[src/rtl/shifter_cy.sv]
module shifter_cy #(
  parameter int W      = 32,
  parameter int SW     = 8,
  parameter int Z_BIT  = 0,
  parameter int S_BIT  = 1,
  parameter int OV_BIT = 2,
  parameter int CY_BIT = 3,
  localparam int AW    = $clog2(W)
) (
  input  logic [W-1:0]  operand,
  input  logic [AW-1:0] imm_amt,
  input  logic [W-1:0]  reg_amt,
  input  logic          use_reg,
  input  logic          shift_left,
  input  logic          arith,
  input  logic [SW-1:0] status_in,
  output logic [W-1:0]  result,
  output logic [SW-1:0] status_out
);

  function automatic logic [W-1:0] flip(input logic [W-1:0] v);
    for (int i = 0; i < W; i++) flip[i] = v[W-1-i];
  endfunction

  logic [AW-1:0] amt;
  logic [AW-1:0] amt_m1;
  logic [W-1:0]  src;
  logic [W-1:0]  right;
  logic          fill;
  logic          cy;
  logic [W-1:0]  stg [0:AW];

  assign amt    = use_reg ? reg_amt[AW-1:0] : imm_amt;
  assign amt_m1 = amt - 1'b1;
  assign src    = shift_left ? flip(operand) : operand;
  assign fill   = ~shift_left & arith & operand[W-1];
  assign stg[0] = src;

  for (genvar k = 0; k < AW; k++) begin : g_stage
    localparam int SH = 1 << k;
    assign stg[k+1] = amt[k] ? {{SH{fill}}, stg[k][W-1:SH]} : stg[k];
  end

  assign right  = stg[AW];
  assign result = shift_left ? flip(right) : right;
  assign cy     = (amt != '0) & src[amt_m1];

  always_comb begin
    status_out         = status_in;
    status_out[Z_BIT]  = ~|result;
    status_out[S_BIT]  = result[W-1];
    status_out[OV_BIT] = 1'b0;
    status_out[CY_BIT] = cy;
  end

endmodule

[config.mk]
export PLATFORM = sky130hd
export DESIGN_NAME = shifter_cy
export DESIGN_NICKNAME = d
export VERILOG_FILES = /design/src/rtl/shifter_cy.sv
export SDC_FILE = /design/constraint.sdc
export NUM_CORES = 1
export LEC_CHECK = 0
export ABC_AREA = 1
export BUFFER_PORTS_ARGS = -buffer_cell sky130_fd_sc_hd__buf_2
export CORE_MARGIN = 5
export CORE_UTILIZATION = 50
export DETAILED_ROUTE_END_ITERATION = 16
export GPL_ROUTABILITY_DRIVEN = 0
export GPL_TIMING_DRIVEN = 0
export PLACE_DENSITY = 0.8
export SYNTH_ARGS = -nofsm -noshare
export SYNTH_HDL_FRONTEND = slang
export SYNTH_SLANG_ARGS = --single-unit
export TNS_END_PERCENT = 50
[constraint.sdc]
create_clock -name vclk -period 8.5
set_input_delay 1.275 -clock vclk [all_inputs]
set_output_delay 1.275 -clock vclk [all_outputs]
set_load 0.005 [all_outputs]
==> flow_metrics.env <==
export IMPL_status="complete, no violations"
export IMPL_irDropWorstVdd_mv=0.0437
export IMPL_ant_nets=0
export IMPL_cp_top_family="buffers and inverters"
export IMPL_syn_area_per_cell_sq_um=4.54
export IMPL_antenna_found_initial=0
export IMPL_ys_seq_area_share_pct=0
export IMPL_drc=0
export IMPL_relSlewSlack_pct=66.1
export IMPL_fmax_ghz=0.186
export IMPL_vias=5620
export IMPL_hold_depth=2
export IMPL_min_from="status_in[4]"
export IMPL_cp_required_ns=7.22
export IMPL_yosysWarningCount=0
export IMPL_register_area_sq_um=0
export IMPL_antenna_cells=0
export IMPL_die_y_um=93.8
export IMPL_power_total_mw=0.359
export IMPL_cap_violations=0
export IMPL_grt_pass1_vias=4737
export IMPL_worst_ep_arrival_time_ns=4.09
export IMPL_first_iter_violations=904
export IMPL_grt_usage_pct=28.8
export IMPL_drt_wirelength_per_cell_um=13.9
export IMPL_ys_types=32
export IMPL_n_clock_buffer=0
export IMPL_fin_crit_sh_pct=63.1
export IMPL_cp_depth=13
export IMPL_slowest_stage="clkinv_1"
export IMPL_globalRoute_totalOverflow=0
export IMPL_ctsHoldBuffers=0
export IMPL_first_pass_iters=9
export IMPL_synth_net_count=854
export IMPL_period_minus_slack_ns=5.37
export IMPL_grt_max_degree=11
export IMPL_cpMostUsedCell="buf_2"
export IMPL_postCtsSetupBuffers=0
export IMPL_crit_type="input port to output pin"
export IMPL_slowest_delay_ns=0.44
export IMPL_synthToLayoutAreaGrowth_pct=15.1
export IMPL_path_buf_inv=7
export IMPL_netlist_instances=773
export IMPL_p_per_area_mw_per_mm2=88.8
export IMPL_crit_fanout=10
export IMPL_nets=938
export IMPL_tns_ns=0
export IMPL_utilization_pct=59.4
export IMPL_min_to="status_out[4]"
export IMPL_finalMaxSlewViolations=0
export IMPL_setup_viol=0
export IMPL_min_path_type="input port to output pin"
export IMPL_p_leak_nw=2.49
export IMPL_portBuffers=82
export IMPL_grt_pass1_wl_mm=21.3
export IMPL_start_util_pct=51.6
export IMPL_io_pins=120
export IMPL_rows=30
export IMPL_cp_start_kind="input port"
export IMPL_routed_wl_mm=13.2
export IMPL_hold_violations=0
export IMPL_drive_gt1_share_pct=17.0
export IMPL_tightest_slew_ns=0.508
export IMPL_netlist_area_sq_mm=0.00351
export IMPL_die_x_um=93.8
export IMPL_dieArea_sq_mm=0.00879
export IMPL_via_per_inst=5.91
export IMPL_endpoint_kind="output pin"
export IMPL_rsz0062_at_grt="no"
export IMPL_core_area_sq_mm=0.00679
export IMPL_post_dp_hpwl_mm=10.8
export IMPL_ctsResizeCount=0
export IMPL_seq_cells=0
export IMPL_cp_cell_sequence="buf_2 -> inv_1 -> nand2_1 -> o21ai_4 -> buf_2 -> ha_1 -> buf_1 -> clkinv_1 -> o221ai_1 -> a21oi_1 -> o41ai_1 -> buf_4 -> buf_2"
cell usage in the layout (no fill, tap or decap), drive strengths merged:
cell type  count
o221ai         1
a31oi          1
ha             1
clkinv         1
o21ai         15
o211ai         2
nor2          28
nor4           1
conb           1
o41ai          1
or2            1
buf          129
nand2        372
inv           46
xor2           2
a21oi          6
nand3        238
or3b           1
clkbuf         8
Yosys cell counts:
| library cell | number | area (sq um) |
|---|---|---|
| buf_6 | 6 | 67.6 |
| clkinv_1 | 1 | 3.75 |
| nand2_4 | 4 | 45.0 |
| nand3_1 | 235 | 1180 |
| o21ai_1 | 1 | 5.00 |
| xor2_2 | 1 | 16.3 |
| or2_1 | 1 | 6.26 |
| o41ai_1 | 1 | 8.76 |
| nand2_2 | 8 | 50.1 |
| clkbuf_1 | 8 | 30.0 |
| nor4_1 | 1 | 6.26 |
| inv_1 | 42 | 158 |
| o21ai_2 | 2 | 17.5 |
| inv_4 | 2 | 12.5 |
| nand2_1 | 360 | 1350 |
| buf_4 | 14 | 105 |
| a21oi_1 | 6 | 30.0 |
| o211ai_1 | 2 | 15.0 |
| nor2_1 | 28 | 105 |
| ha_1 | 1 | 12.5 |
| xor2_1 | 1 | 8.76 |
| o221ai_1 | 1 | 8.76 |
| inv_2 | 1 | 3.75 |
| or3b_1 | 1 | 8.76 |
| nand3_2 | 3 | 30.0 |
| a31oi_1 | 1 | 6.26 |
| o21ai_0 | 10 | 50.1 |
| conb_1 | 1 | 3.75 |
| o21ai_4 | 2 | 32.5 |
| buf_1 | 8 | 30.0 |
| buf_2 | 19 | 95.1 |
| inv_6 | 1 | 8.76 |
where the power goes:
| group | leakage, nW | internal, mW | total (mW) | switching, mW |
|---|---|---|---|---|
| Sequential | 0 | 0 | 0 | 0 |
| Clock | 0 | 0 | 0 | 0 |
| Combinational | 2.49 | 0.125 | 0.359 | 0.234 |
cell families after synthesis:
family                   Yosys count  share of synthesized area (%)
AND/OR/NAND/NOR                  641                           79.2
buffers and inverters            102                           14.7
AO/OA/AOI/OAI                     26                           4.96
XOR/XNOR                           2                          0.713
adder cells (fa/ha/maj)            1                          0.357
other                              1                          0.107
through the flow:
step | instance area, sq um | hold WS [ns] | std cells | setup WS (ns)
final | 4040 | 2.72 | 951 | 3.13
after global routing | 4040 | 2.72 | 951 | 3.14
after CTS | 4040 | 2.72 | 951 | 3.38
after detailed placement | 4040 | 2.72 | 951 | 3.39
after global placement | 4040 | 2.72 | 951 | 3.29
after floorplan | 3510 | 2.63 | 773 | 4.00
per-layer routing:
| layer | vias to the layer above | global-route usage, % | wire length, um |
|---|---|---|---|
| met5 | - | 0 | 0 |
| met4 | 0 | 11.0 | 645 |
| met3 | 86 | 5.85 | 2000 |
| met2 | 462 | 45.4 | 5530 |
| met1 | 2399 | 38.2 | 5050 |
| li1 | 2673 | - | - |
layout make-up:
class              instances  area [sq um]
multi-input cells        671          2990
fillers                  744          2760
repair buffers            82           410
plain buffers             55           328
inverters                 47           186
well taps                 96           120
worst max path at each step:
stage                          start             to  slack, ns
after floorplan              use_reg  status_out[3]       4.00
after CTS                    use_reg  status_out[3]       3.38
after global routing      reg_amt[1]  status_out[3]       3.14
final                     reg_amt[1]  status_out[3]       3.13
after detailed placement     use_reg  status_out[3]       3.39
after global placement       use_reg  status_out[3]       3.29
No activity file was read; power rests on OpenSTA's default activity.
